[config.mk]
export PLATFORM = sky130hd
export DESIGN_NAME = i2c_regfile_slave
export DESIGN_NICKNAME = d
export VERILOG_FILES = /design/src/rtl/i2c_rf_pkg.sv /design/src/rtl/i2c_reset_sync.sv /design/src/rtl/i2c_line_sync.sv /design/src/rtl/i2c_bus_events.sv /design/src/rtl/i2c_word_ptr.sv /design/src/rtl/i2c_regfile_slave.sv
export SDC_FILE = /design/constraint.sdc
export NUM_CORES = 1
export LEC_CHECK = 0
export BUFFER_PORTS_ARGS = -buffer_cell sky130_fd_sc_hd__clkbuf_2
export CAP_MARGIN = 20
export CORE_MARGIN = 5
export CORE_UTILIZATION = 53
export CTS_BUF_LIST = sky130_fd_sc_hd__clkbuf_16
export DETAILED_ROUTE_END_ITERATION = 8
export PLACE_DENSITY_LB_ADDON = 0.1
export SETUP_SLACK_MARGIN = 0.5
export SKIP_LAST_GASP = 1
export SYNTH_ARGS = -nofsm -noshare
export SYNTH_HDL_FRONTEND = slang
export SYNTH_SLANG_ARGS = --single-unit
export TNS_END_PERCENT = 50
[constraint.sdc]
create_clock -name clk -period 2.5 [get_ports clk]
set_input_delay 0.125 -clock clk [delete_from_list [all_inputs] [get_ports clk]]
set_output_delay 0.125 -clock clk [all_outputs]
set_load 0.005 [all_outputs]
[src/rtl/i2c_rf_pkg.sv]
package i2c_rf_pkg;

  localparam int BYTE_W = 8;
  localparam int BITCNT_W = 4;
  localparam logic [BITCNT_W-1:0] BYTE_BITS = BITCNT_W'(BYTE_W);

  // Transfer phase of the slave
  typedef enum logic [2:0] {
    ST_IDLE,   // ignore bus until START
    ST_ADDR,   // receiving device address byte
    ST_PTR,    // receiving word pointer byte
    ST_WDATA,  // receiving data bytes
    ST_RDATA   // transmitting data bytes
  } slv_state_e;

endpackage

[src/rtl/i2c_reset_sync.sv]
module i2c_reset_sync #(
  parameter int STAGES = 2
) (
  input  logic clk,
  input  logic arst_n,
  output logic rst_sync_n
);

  logic [STAGES-1:0] chain_q;

  always_ff @(posedge clk or negedge arst_n) begin
    if (!arst_n) begin
      chain_q <= '0;
    end else begin
      chain_q <= {chain_q[STAGES-2:0], 1'b1};
    end
  end

  assign rst_sync_n = chain_q[STAGES-1];

endmodule

[src/rtl/i2c_line_sync.sv]
module i2c_line_sync #(
  parameter int STAGES = 2
) (
  input  logic clk,
  input  logic rst_n,
  input  logic line_i,
  output logic level_o,
  output logic prev_o
);

  // STAGES flops of metastability filtering plus one history flop
  logic [STAGES:0] pipe_q;

  always_ff @(posedge clk or negedge rst_n) begin
    if (!rst_n) begin
      pipe_q <= '1;            // idle bus is high
    end else begin
      pipe_q <= {pipe_q[STAGES-1:0], line_i};
    end
  end

  assign level_o = pipe_q[STAGES-1];
  assign prev_o  = pipe_q[STAGES];

endmodule

[src/rtl/i2c_bus_events.sv]
module i2c_bus_events (
  input  logic scl_lvl_i,
  input  logic scl_prev_i,
  input  logic sda_lvl_i,
  input  logic sda_prev_i,
  output logic scl_rise_o,
  output logic scl_fall_o,
  output logic start_o,
  output logic stop_o
);

  logic scl_held_high;

  assign scl_held_high = scl_lvl_i & scl_prev_i;
  assign scl_rise_o    = scl_lvl_i & ~scl_prev_i;
  assign scl_fall_o    = ~scl_lvl_i & scl_prev_i;
  assign start_o       = scl_held_high & sda_prev_i & ~sda_lvl_i;
  assign stop_o        = scl_held_high & ~sda_prev_i & sda_lvl_i;

endmodule

[src/rtl/i2c_word_ptr.sv]
module i2c_word_ptr #(
  parameter int NUM_REGS = 20,
  parameter int DATA_W   = 8,
  parameter int PTR_W    = $clog2(NUM_REGS)
) (
  input  logic              clk,
  input  logic              rst_n,
  input  logic              load_i,
  input  logic [DATA_W-1:0] load_val_i,
  input  logic              inc_i,
  output logic [PTR_W-1:0]  ptr_o
);

  localparam logic [DATA_W-1:0] LIMIT = DATA_W'(NUM_REGS);
  localparam logic [PTR_W-1:0]  LAST  = PTR_W'(NUM_REGS - 1);

  logic [PTR_W-1:0] ptr_q, ptr_d;

  always_comb begin
    ptr_d = ptr_q;
    if (load_i) begin
      ptr_d = (load_val_i < LIMIT) ? load_val_i[PTR_W-1:0] : '0;
    end else if (inc_i) begin
      ptr_d = (ptr_q == LAST) ? '0 : ptr_q + 1'b1;
    end
  end

  always_ff @(posedge clk or negedge rst_n) begin
    if (!rst_n) begin
      ptr_q <= '0;
    end else if (load_i || inc_i) begin
      ptr_q <= ptr_d;
    end
  end

  assign ptr_o = ptr_q;

  // pointer never leaves the register file
  assert_ptr_range_R10: assert property (@(posedge clk) disable iff (!rst_n)
    ptr_q <= LAST);

  // advancing from the last register returns to zero
  assert_ptr_wrap_R6: assert property (@(posedge clk) disable iff (!rst_n)
    (inc_i && !load_i && ptr_q == LAST) |=> (ptr_q == '0));

  // out-of-range pointer byte lands on zero
  assert_ptr_clamp_R4: assert property (@(posedge clk) disable iff (!rst_n)
    (load_i && load_val_i >= LIMIT) |=> (ptr_q == '0));

endmodule

[src/rtl/i2c_regfile_slave.sv]
module i2c_regfile_slave
  import i2c_rf_pkg::*;
#(
  parameter logic [6:0] DEV_ADDR    = 7'h68,
  parameter int         NUM_REGS    = 20,
  parameter int         SYNC_STAGES = 2,
  parameter int         PTR_W       = $clog2(NUM_REGS)
) (
  input  logic              clk,
  input  logic              rst_n,
  input  logic              scl_i,
  input  logic              sda_i,
  output logic              sda_oe_o,
  output logic [PTR_W-1:0]  reg_addr_o,
  output logic              reg_wr_o,
  output logic [BYTE_W-1:0] reg_wdata_o,
  input  logic [BYTE_W-1:0] reg_rdata_i,
  output logic              stop_o
);

  localparam int N_LINES = 2;   // index 0: clock line, 1: data line

  logic rst_sync_n;

  i2c_reset_sync #(.STAGES(2)) u_rst (
    .clk       (clk),
    .arst_n    (rst_n),
    .rst_sync_n(rst_sync_n)
  );

  // ---------------- line synchronisers ----------------
  logic [N_LINES-1:0] raw_lines, lvl, prv;
  assign raw_lines = {sda_i, scl_i};

  for (genvar g = 0; g < N_LINES; g++) begin : g_sync
    i2c_line_sync #(.STAGES(SYNC_STAGES)) u_sync (
      .clk    (clk),
      .rst_n  (rst_sync_n),
      .line_i (raw_lines[g]),
      .level_o(lvl[g]),
      .prev_o (prv[g])
    );
  end

  logic scl_rise, scl_fall, start_det, stop_det, sda_lvl;
  assign sda_lvl = lvl[1];

  i2c_bus_events u_events (
    .scl_lvl_i (lvl[0]),
    .scl_prev_i(prv[0]),
    .sda_lvl_i (lvl[1]),
    .sda_prev_i(prv[1]),
    .scl_rise_o(scl_rise),
    .scl_fall_o(scl_fall),
    .start_o   (start_det),
    .stop_o    (stop_det)
  );

  // ---------------- transfer sequencer ----------------
  slv_state_e            state_q, state_d, nxt_q, nxt_d;
  logic [BITCNT_W-1:0]   bitcnt_q, bitcnt_d;
  logic                  ack_q, ack_d;      // inside ninth-bit slot
  logic                  mack_q, mack_d;    // master acknowledged read byte
  logic [BYTE_W-1:0]     rx_q, rx_d, tx_q, tx_d;
  logic                  oe_q, oe_d;
  logic                  ptr_load, ptr_inc, wr_stb;
  logic [PTR_W-1:0]      ptr_q;

  always_comb begin
    state_d  = state_q;
    nxt_d    = nxt_q;
    bitcnt_d = bitcnt_q;
    ack_d    = ack_q;
    mack_d   = mack_q;
    rx_d     = rx_q;
    tx_d     = tx_q;
    oe_d     = oe_q;
    ptr_load = 1'b0;
    ptr_inc  = 1'b0;
    wr_stb   = 1'b0;

    if (start_det) begin
      state_d  = ST_ADDR;
      bitcnt_d = '0;
      ack_d    = 1'b0;
      oe_d     = 1'b0;
    end else if (stop_det) begin
      state_d = ST_IDLE;
      ack_d   = 1'b0;
      oe_d    = 1'b0;
    end else begin
      case (state_q)
        ST_ADDR, ST_PTR, ST_WDATA: begin
          if (!ack_q) begin
            if (scl_rise && bitcnt_q != BYTE_BITS) begin
              rx_d     = {rx_q[BYTE_W-2:0], sda_lvl};
              bitcnt_d = bitcnt_q + 1'b1;
            end
            if (scl_fall && bitcnt_q == BYTE_BITS) begin
              bitcnt_d = '0;
              if (state_q == ST_ADDR) begin
                if (rx_q[BYTE_W-1:1] == DEV_ADDR) begin
                  ack_d = 1'b1;
                  oe_d  = 1'b1;
                  nxt_d = rx_q[0] ? ST_RDATA : ST_PTR;
                end else begin
                  state_d = ST_IDLE;
                end
              end else begin
                ack_d = 1'b1;
                oe_d  = 1'b1;
                nxt_d = ST_WDATA;
                if (state_q == ST_PTR) begin
                  ptr_load = 1'b1;
                end else begin
                  wr_stb  = 1'b1;
                  ptr_inc = 1'b1;
                end
              end
            end
          end else if (scl_fall) begin
            ack_d   = 1'b0;
            oe_d    = 1'b0;
            state_d = nxt_q;
            if (nxt_q == ST_RDATA) begin
              tx_d     = reg_rdata_i;
              oe_d     = ~reg_rdata_i[BYTE_W-1];
              bitcnt_d = '0;
            end
          end
        end

        ST_RDATA: begin
          if (!ack_q) begin
            if (scl_rise && bitcnt_q != BYTE_BITS) begin
              bitcnt_d = bitcnt_q + 1'b1;
            end
            if (scl_fall && bitcnt_q == BYTE_BITS) begin
              ack_d  = 1'b1;
              oe_d   = 1'b0;
              mack_d = 1'b0;
            end else if (scl_fall && bitcnt_q != '0) begin
              tx_d = {tx_q[BYTE_W-2:0], 1'b0};
              oe_d = ~tx_q[BYTE_W-2];
            end
          end else begin
            if (scl_rise) begin
              mack_d  = ~sda_lvl;
              ptr_inc = ~sda_lvl;
            end
            if (scl_fall) begin
              ack_d    = 1'b0;
              bitcnt_d = '0;
              if (mack_q) begin
                tx_d = reg_rdata_i;
                oe_d = ~reg_rdata_i[BYTE_W-1];
              end else begin
                state_d = ST_IDLE;
                oe_d    = 1'b0;
              end
            end
          end
        end

        default: ;
      endcase
    end
  end

  always_ff @(posedge clk or negedge rst_sync_n) begin
    if (!rst_sync_n) begin
      state_q  <= ST_IDLE;
      nxt_q    <= ST_IDLE;
      bitcnt_q <= '0;
      ack_q    <= 1'b0;
      mack_q   <= 1'b0;
      rx_q     <= '0;
      tx_q     <= '0;
      oe_q     <= 1'b0;
    end else begin
      state_q  <= state_d;
      nxt_q    <= nxt_d;
      bitcnt_q <= bitcnt_d;
      ack_q    <= ack_d;
      mack_q   <= mack_d;
      rx_q     <= rx_d;
      tx_q     <= tx_d;
      oe_q     <= oe_d;
    end
  end

  i2c_word_ptr #(
    .NUM_REGS(NUM_REGS),
    .DATA_W  (BYTE_W),
    .PTR_W   (PTR_W)
  ) u_ptr (
    .clk       (clk),
    .rst_n     (rst_sync_n),
    .load_i    (ptr_load),
    .load_val_i(rx_q),
    .inc_i     (ptr_inc),
    .ptr_o     (ptr_q)
  );

  assign sda_oe_o    = oe_q;
  assign reg_addr_o  = ptr_q;
  assign reg_wr_o    = wr_stb;
  assign reg_wdata_o = rx_q;
  assign stop_o      = stop_det;

  // an idle slave never holds the data line
  assert_idle_release_R2: assert property (@(posedge clk) disable iff (!rst_sync_n)
    (state_q == ST_IDLE) |-> !sda_oe_o);

  // any START releases the line and restarts address reception
  assert_start_release_R3: assert property (@(posedge clk) disable iff (!rst_sync_n)
    start_det |=> (!sda_oe_o && state_q == ST_ADDR));

  // STOP indication lasts one system clock
  assert_stop_pulse_R3: assert property (@(posedge clk) disable iff (!rst_sync_n)
    stop_o |=> !stop_o);

  // every stored byte is acknowledged on the bus
  assert_wr_acked_R5: assert property (@(posedge clk) disable iff (!rst_sync_n)
    reg_wr_o |=> sda_oe_o);

  // pointer holds while read data bits are being shifted
  assert_rd_ptr_hold_R8: assert property (@(posedge clk) disable iff (!rst_sync_n)
    (state_q == ST_RDATA && !ack_q) |=> $stable(reg_addr_o));

endmodule

; ---- Word level (Yosys, flattened, before mapping)
; Index checks and enable logic that the tools add are counted.
[totals]
reg_bits = 41
in_bits = 12
wordCells = 165
[classes]
addsub = 2
order_cmp = 1
eq_ne = 32
mux = 83
n_bitwise = 16
n_reduce_logical = 19
[op_table]
columns = cell, n
row1 = $mux W7, 8
row2 = $mux W1, 43
row3 = $mux W3, 13
row4 = $mux W4, 9
row5 = $ne A4 B4 Y1 const B, 7
row6 = $ne A5 B5 Y1 const B, 5
row7 = $mux W5, 4
row8 = $reduce_and A5 Y1, 3
row9 = $pmux W7 S2, 1
row10 = $ne A3 B3 Y1 const B, 4
row11 = $ne A6 B6 Y1 const B, 2
row12 = $reduce_and A6 Y1, 2
row13 = $reduce_and A10 Y1, 1
row14 = $not A1 Y1, 9
row15 = $lt A8 B5 Y1 const B, 1
row16 = $ne A2 B2 Y1 const B, 4
row17 = $pmux W4 S2, 1
row18 = $reduce_and A8 Y1, 1
row19 = $reduce_bool A4 Y1, 2
row20 = $and A1 B1 Y1, 7
row21 = $eq A7 B7 Y1 const B, 1
row22 = $eq A3 B2 Y1 const B, 2
row23 = $eq A3 B3 Y1 const B, 2
row24 = $pmux W1 S2, 3
row25 = other kinds (13), 18

; ---- Logic depth before layout (Yosys ltp)
; Gate-level depths: netlist of run 1.
[logic_depth]
word_depth = 10
depth_mapped = 8
mapped_depth_nobuf = 7

; ---- By module
; Synthesis of run 1 repeated with hierarchy kept, for this count alone.
[unflattened]
cells_unflattened = 199
hier_area_um2 = 2248.4
[modules_own_cells]
columns = module, n_inst, cells_per_inst, area_per_inst_um2
row1 = i2c_regfile_slave, 1, 152, 1650.3
row2 = i2c_word_ptr, 1, 34, 354.1
row3 = i2c_line_sync, 2, 3, 78.8
row4 = i2c_reset_sync, 1, 3, 53.8
row5 = i2c_bus_events, 1, 4, 32.5

; ---- Worst setup path after synthesis of run 1
; OpenSTA, ideal clock, no wires.
[synth_path]
path_type = register to register
from = register g_sync[0].u_sync.pipe_q[2]
to = register u_ptr.ptr_q[2], in the netlist u_ptr.ptr_o[2]
setup_time_ns = 0.121
arrival_ns = 1.800
slack_ns = 0.579
path_stages_with_launch = 7
path_buffers = 1
period_less_slack_ns = 1.921
path_cell_list = dfstp_2 > or4b_4 > or3_1 > buf_6 > nand2_8 > o21ai_1 > a22o_1
[synth_via]
elab_chain_cells = 9
[synth_lines]
columns = item, line
row1 = start: declaration, i2c_line_sync.sv:12  ; logic [STAGES:0] pipe_q;
row2 = start signal: assignment, i2c_line_sync.sv:18  ; pipe_q <= {pipe_q[STAGES-1:0], line_i};
row3 = $and A1 B1 Y1 or $not A1 Y1 (tied branches), "i2c_bus_events.sv:16, i2c_bus_events.sv:15"
row4 = $logic_and A1 B1 Y1 or $and A1 B1 Y1 (tied branches), "i2c_regfile_slave.sv:99, i2c_bus_events.sv:15"
row5 = "$mux W1, on equally long branches", "i2c_regfile_slave.sv:99, i2c_regfile_slave.sv:147"
row6 = "$mux W1, on equally long branches", "i2c_regfile_slave.sv:94, i2c_regfile_slave.sv:134"
row7 = $pmux W1 S2 or $mux W1 (tied branches), i2c_regfile_slave.sv:92  ; case (state_q)
row8 = $mux W1, i2c_regfile_slave.sv:87  ; end else if (stop_det) begin
row9 = $mux W1, i2c_regfile_slave.sv:82  ; if (start_det) begin
row10 = $reduce_bool A2 Y1 (no source line) or $logic_or A1 B1 Y1 (tied branches), n/a
row11 = $reduce_and A2 Y1 (no source line), n/a
row12 = end signal: assignment, i2c_word_ptr.sv:32  ; ptr_q <= ptr_d;
row13 = end: declaration, i2c_word_ptr.sv:17  ; logic [PTR_W-1:0] ptr_q, ptr_d;
; Parallel ways exist; a longest one is shown, timed or not.
; A chain may end at the register's enable or synchronous reset.

; ---- Worst setup path after layout of run 1
; Ends and elaborated chain as after synthesis.

==> results of run 1 <==
-- power breakdown --
part	switching [mW]	total (mW)	internal, mW
sequential	0.0454	0.753	0.707
clock	0.292	0.677	0.384
combinational	0.117	0.230	0.114
total	0.454	1.66	1.21
-- sequential cells by signal, indices dropped and copies added, names as in the netlist --
signal                flops
sda_oe_o                  1
state_q                   3
nxt_q                     3
u_rst.chain_q             2
g_sync.u_sync.pipe_q      6
mack_q                    1
bitcnt_q                  4
tx_q                      7
reg_wdata_o               8
u_ptr.ptr_o               5
ack_q                     1
-- final timing paths --
check | cells past startpoint | start | to
min | 3 | reg_rdata_i[0] | tx_q[0]
max | 5 | g_sync[0].u_sync.pipe_q[2] | u_ptr.ptr_o[2]
max reg2reg | 5 | g_sync[0].u_sync.pipe_q[2] | u_ptr.ptr_o[2]
min reg2reg | 0 | u_rst.chain_q[1] | tx_q[0]
min in group asynchronous | 2 | rst_n | u_rst.chain_q[1]
max in group asynchronous | 1 | u_rst.chain_q[1] | state_q[1]
-- routing by layer --
layer	GRT usage (%)	wire (um)	vias to the layer above
met5	0	0	-
met4	6.92	88	0
met3	4.54	267	10
met2	31.7	2500	63
met1	28.4	2480	902
li1	-	-	910
-- area by class of cell --
class                      instances  share of cell area, %
clock buffer                       5                   4.46
clock inverter                     3                   1.03
inverter                           6                  0.804
multi-input combinational        163                   42.0
sequential                        41                   37.0
tap                               50                   2.23
timing repair buffer              52                   12.5
-- critical path, stage by stage (launching register included) --
cell and delay [ns]:
dfstp_2 0.55, or4b_4 0.52, or3_4 0.44, nand2_8 0.10, o21ai_1 0.08, a22o_1 0.17
-- what timing repair did --
item / CTS / global route
hold endpoints to repair: 4 / 0
setup endpoints to repair: 14 / 25
hold buffers: 3 / 0
setup buffers: 5 / 9
pin swaps: 2 / 6
cloned: 0 / 1
resized for setup: 5 / 13
-- stage by stage --
step / hold slack [ns] / area, um^2 / instances
after floorplan: -0.171 / 2230 / 218
after global placement: -0.0881 / 2450 / 294
after detailed placement: -0.0879 / 2450 / 294
after CTS: 0.105 / 2690 / 310
after global routing: 0.144 / 2800 / 320
final: 0.101 / 2800 / 320
-- cells by family after synthesis --
group	share of synthesized area, %
buffers and inverters	2.92
other	0.168
adders and majority gates	1.68
and+or+nand+nor	22.9
DFF	46.4
xor gates and xnor gates	0.786
AOI/OAI and AO/OA	16.5
muxes	8.65
-- cell usage in the layout (no fill, tap or decap), types with 3 or more instances in the layout --
cell | synthesis | final
a21oi_1 | 4 | 4
a22o_1 | 4 | 4
a31oi_1 | 4 | 3
and3_1 | 3 | 3
buf_4 | 0 | 19
clkbuf_16 | 0 | 5
clkbuf_2 | 0 | 27
dfrtp_1 | 35 | 33
dfstp_2 | 6 | 6
dlygate4sd3_1 | 0 | 3
inv_1 | 6 | 6
mux2_2 | 9 | 9
mux2i_1 | 8 | 8
nand2_1 | 16 | 16
nand2b_1 | 3 | 3
nand3_1 | 11 | 11
nand3b_1 | 3 | 3
nand4_1 | 5 | 5
nor2_1 | 14 | 13
nor2b_1 | 3 | 3
o21ai_0 | 17 | 17
o31ai_1 | 3 | 3
or3_1 | 5 | 4
==> flow_summary.toml, run 1 <==
[timing]
slew_viol_final = 0
slew-limit-headroom_pct = 52.7
final-setup-viol-count = 0
clock.fmax_ghz = 0.509
fin_crit_ns = 1.97
hold_violations = 0
tightest_slew_ns = 0.710
fin_skew_ns = 0.00447
rsz0062_at_grt = "true"
finalCritPeriodShare_pct = 78.6
post-route-worst-setup-slack_ns = 0.534
setup_tns_ns = 0

[setup_path]
cp_max_fo = 9
critPathKind = "register to register"
arrival_ns = 2.14
critPathLaunchType = "register"
regToRegSetupSlack_ns = 0.53
endpoint_kind = "register"
required_ns = 2.68

[clock_network]
clk_path_buf_depth = 2
cts_root_buf = "clkbuf_16"
clkTransAtPathRegs_ns = 0.07
cts_tree = "built"
cts_made_buffers = 5
h-tree-depth = 2
cts_sinks = 41
insertion_delay_ns = 0.29

[place]
portBuffers = 27
place_ws_ns = 0.427
gp_congestion = 0.941
hpwlAfterDp_um = 3490

[routing]
drc = 0
ant_nets = 0
dr.first_iter.drc_count = 148
dr.pass1.iters = 4
vias = 1885
wl_um = 5340
viasPerCell = 5.89
routedWlPerCell_um = 16.7

[yosys]
netlist_area_um2 = 2230
synth_edf_count = 0
synth-seq-cells = 41
synth_warnings = 0
syn_area_per_cell_um2 = 10.2
synth_flop_cell = "dfrtp_1"
synth.most_common_cell = "dfrtp_1"
synth_cell_types = 64
ys_async_sr_fraction_pct = 100
synthTopCellsByCount = "dfrtp_1 (35), o21ai_0 (17), nand2_1 (16), nor2_1 (14), nand3_1 (11)"
netlist_instances = 218
syn_nets = 233
yosys.area.top_type = "dfrtp_1"
synthTopCellsByArea = "dfrtp_1 (39%), dfstp_2 (7.1%), mux2_2 (4.5%), o21ai_0 (3.8%), mux2i_1 (3.6%)"
synth_top_area_share_pct = 39.3
ys_seq_area_share_pct = 46.4

[power]
power_density_nw_per_um2 = 592
total_power_mw = 1.66
peakVddDrop_mv = 0.484
power_leakage_nw = 1.29

[die]
die_y_um = 74.8
start_util_pct = 55.3
die_area_um2 = 5600
core_um2 = 4030
io_pins = 28
die_width_um = 74.8
rows = 23

[layout]
final_util_pct = 69.6
nNetsFinal = 284
drive_above_1_share_pct = 35.2
fillers = 311
antenna_cells = 0
syn_to_final_growth_pct = 25.8
multi_input_comb_area_um2 = 1180
regArea_um2 = 1040

[global_route]
grt_pass1_wl_um = 8790
grt_usage_pct = 20.4
grt_pass1_vias = 1823
grt_max_degree = 24
overflow = 0
antenna_found_initial = 0

[job]
drv_cap = 0

[min_path]
hold_class = "primary input to register"

[run_status]
run_status = "complete, no violations"
Power figures use the tool's default switching activity.
==> run 2, diff against run 1 <==
==> constraint.sdc (replaced) <==
create_clock -name clk -period 2 [get_ports clk]
set_input_delay 0.1 -clock clk [delete_from_list [all_inputs] [get_ports clk]]
set_output_delay 0.1 -clock clk [all_outputs]
set_load 0.005 [all_outputs]
==> run 2 against run 1 <==
Against the previous run: the run now ends with negative setup slack left; via count is 8.8% higher; combinational power is 97% higher; critical path type is now register to output port; sequential power is 26% higher; critical path depth is 2 higher; flip-flop and latch count stayed put; register-to-register slack worse by 0.53 ns; worst hold slack worse by 0.047 ns; critical endpoint is now reg_wr_o; routed wire length is 14% higher; clock power is 25% higher.
==> flow_summary.toml, run 2 (synthesized netlist as in run 1, its figures left out) <==
[routing]
ant_nets = 0
wl_um = 6080
vias = 2050
drc = 0
viasPerCell = 5.96
dr.pass1.iters = 5
routedWlPerCell_um = 17.7
dr.first_iter.drc_count = 207

[place]
dp.cells = 311
placed_cell_area_um2 = 2600
portBuffers = 27
hpwlAfterDp_um = 3760
gp_congestion = 0.888
place_ws_ns = 0.0617

[clock_network]
cts_sinks = 41
cts_root_buf = "clkbuf_16"
clk_path_buf_depth = 2
cts_tree = "built"
h-tree-depth = 2
cts_made_buffers = 5
clkTransAtPathRegs_ns = 0.06
insertion_delay_ns = 0.29

[run_status]
violations = "negative setup slack"
run_status = "complete, but fails checks"

[setup_path]
cp_slowest_cell = "dfrtp_1"
arrival_ns = 1.99
crit_chain = "inv_1 -> ha_2 -> nand3b_1 -> buf_6 -> nor3_1 -> and2_1 -> clkbuf_2"
required_ns = 1.90
cp_max_fo = 4
endpoint_kind = "output port"
critPathKind = "register to output port"
critPathLaunchType = "register"
critPathMaxStageDelay_ns = 0.37

[layout]
fin_cells = 344
final_util_pct = 78.3
nNetsFinal = 308
syn_to_final_growth_pct = 41.5
largest_reg_flops = 8
antenna_cells = 0
regArea_um2 = 1030
final_cell_mix = "dfrtp_1 (35), buf_4 (34), clkbuf_2 (27)"
design_area_um2 = 3150
multi_input_comb_area_um2 = 1310
fillers = 253
drive_above_1_share_pct = 45.2
layout_commonest_cell = "dfrtp_1"

[timing]
fin_skew_ns = 0.00659
rsz0062_at_grt = "true"
finalCritPeriodShare_pct = 104
clock.fmax_ghz = 0.479
hold_violations = 0
tightest_slew_ns = 0.604
post-route-worst-setup-slack_ns = -0.0867
final-setup-viol-count = 2
setup_tns_ns = -0.0873
slew-limit-headroom_pct = 59.6
fin_crit_ns = 2.09
slew_viol_final = 0

[die]
die_y_um = 74.8
io_pins = 28
die_area_um2 = 5600
start_util_pct = 55.3
die_width_um = 74.8
rows = 23
core_um2 = 4030

[power]
power_leakage_nw = 1.42
power_density_nw_per_um2 = 712
peakVddDrop_mv = 0.678

[global_route]
overflow = 0
grt_max_degree = 28
grt_usage_pct = 22.5
grt_pass1_vias = 2011
antenna_found_initial = 0
grt_pass1_wl_um = 9550

[job]
drv_cap = 0

[min_path]
hold_class = "primary input to register"
## run 2: changes by cell type in the layout (fill, tap and decap cells not counted), sizes merged
cell	before	now
buf	22	46
## run 2: metrics by stage
| step | power [mW] | hold WS [ns] |
|---|---|---|
| global placement | 1.24 | -0.114 |
| detailed placement | 1.24 | -0.110 |
| CTS | 2.15 | 0.0518 |
| floorplan | 1.11 | -0.196 |
| finish | 2.24 | 0.0539 |
| global route | 2.34 | 0.0610 |
## run 2: path summary, 6_finish.rpt
kind                                            start                          to  slack, ns  cells after the start
max                                       bitcnt_q[1]                    reg_wr_o      -0.09                      7
min                                    reg_rdata_i[0]                     tx_q[0]       0.05                      3
max reg2reg                g_sync[0].u_sync.pipe_q[2]              u_ptr.ptr_o[0]          0                      7
min reg2reg                          u_rst.chain_q[1]              reg_wdata_o[7]       0.25                      0
max in group asynchronous            u_rst.chain_q[1]  g_sync[0].u_sync.pipe_q[2]       1.13                      1
min in group asynchronous                       rst_n            u_rst.chain_q[1]       0.13                      2
## run 2: final cells by class
type                       count  area share, %
tap                           50           1.98
clock inverter                 3          0.913
multi-input combinational    163           41.5
clock buffer                   5           3.97
sequential                    41           32.8
inverter                       6          0.714
timing repair buffer          76           18.2
## run 2: worst max-delay path, delay by kind of cell (launching register included)
family        cells  cell delay (ns)
buf+inv           3             0.39
fa+ha+maj         1             0.18
flops             1             0.37
simple gates      3             0.76
## run 2: timing repair
item | 4_1_cts | 5_1_grt
resized for setup | 25 | 29
gates cloned | 1 | 1
hold buffers | 3 | 0
endpoints found under the hold margin | 4 | 0
buffers inserted | 7 | 13
endpoints found under the setup margin | 34 | 35
pin swaps | 13 | 12
## run 2: report_power, final
part | total, mW | switching (mW) | internal, mW | leakage [nW]
Clock | 0.844 | 0.364 | 0.480 | 0.0767
Combinational | 0.454 | 0.197 | 0.257 | 0.809
Sequential | 0.947 | 0.0624 | 0.884 | 0.531
## run 2: per-layer routing
| layer | wire length [um] | global-route usage (%) | vias to the layer above |
|---|---|---|---|
| met5 | 0 | 0 | - |
| met4 | 97 | 7.31 | 0 |
| met3 | 368 | 4.67 | 13 |
| met2 | 3010 | 36.3 | 84 |
| met1 | 2600 | 30.3 | 991 |
| li1 | - | - | 962 |
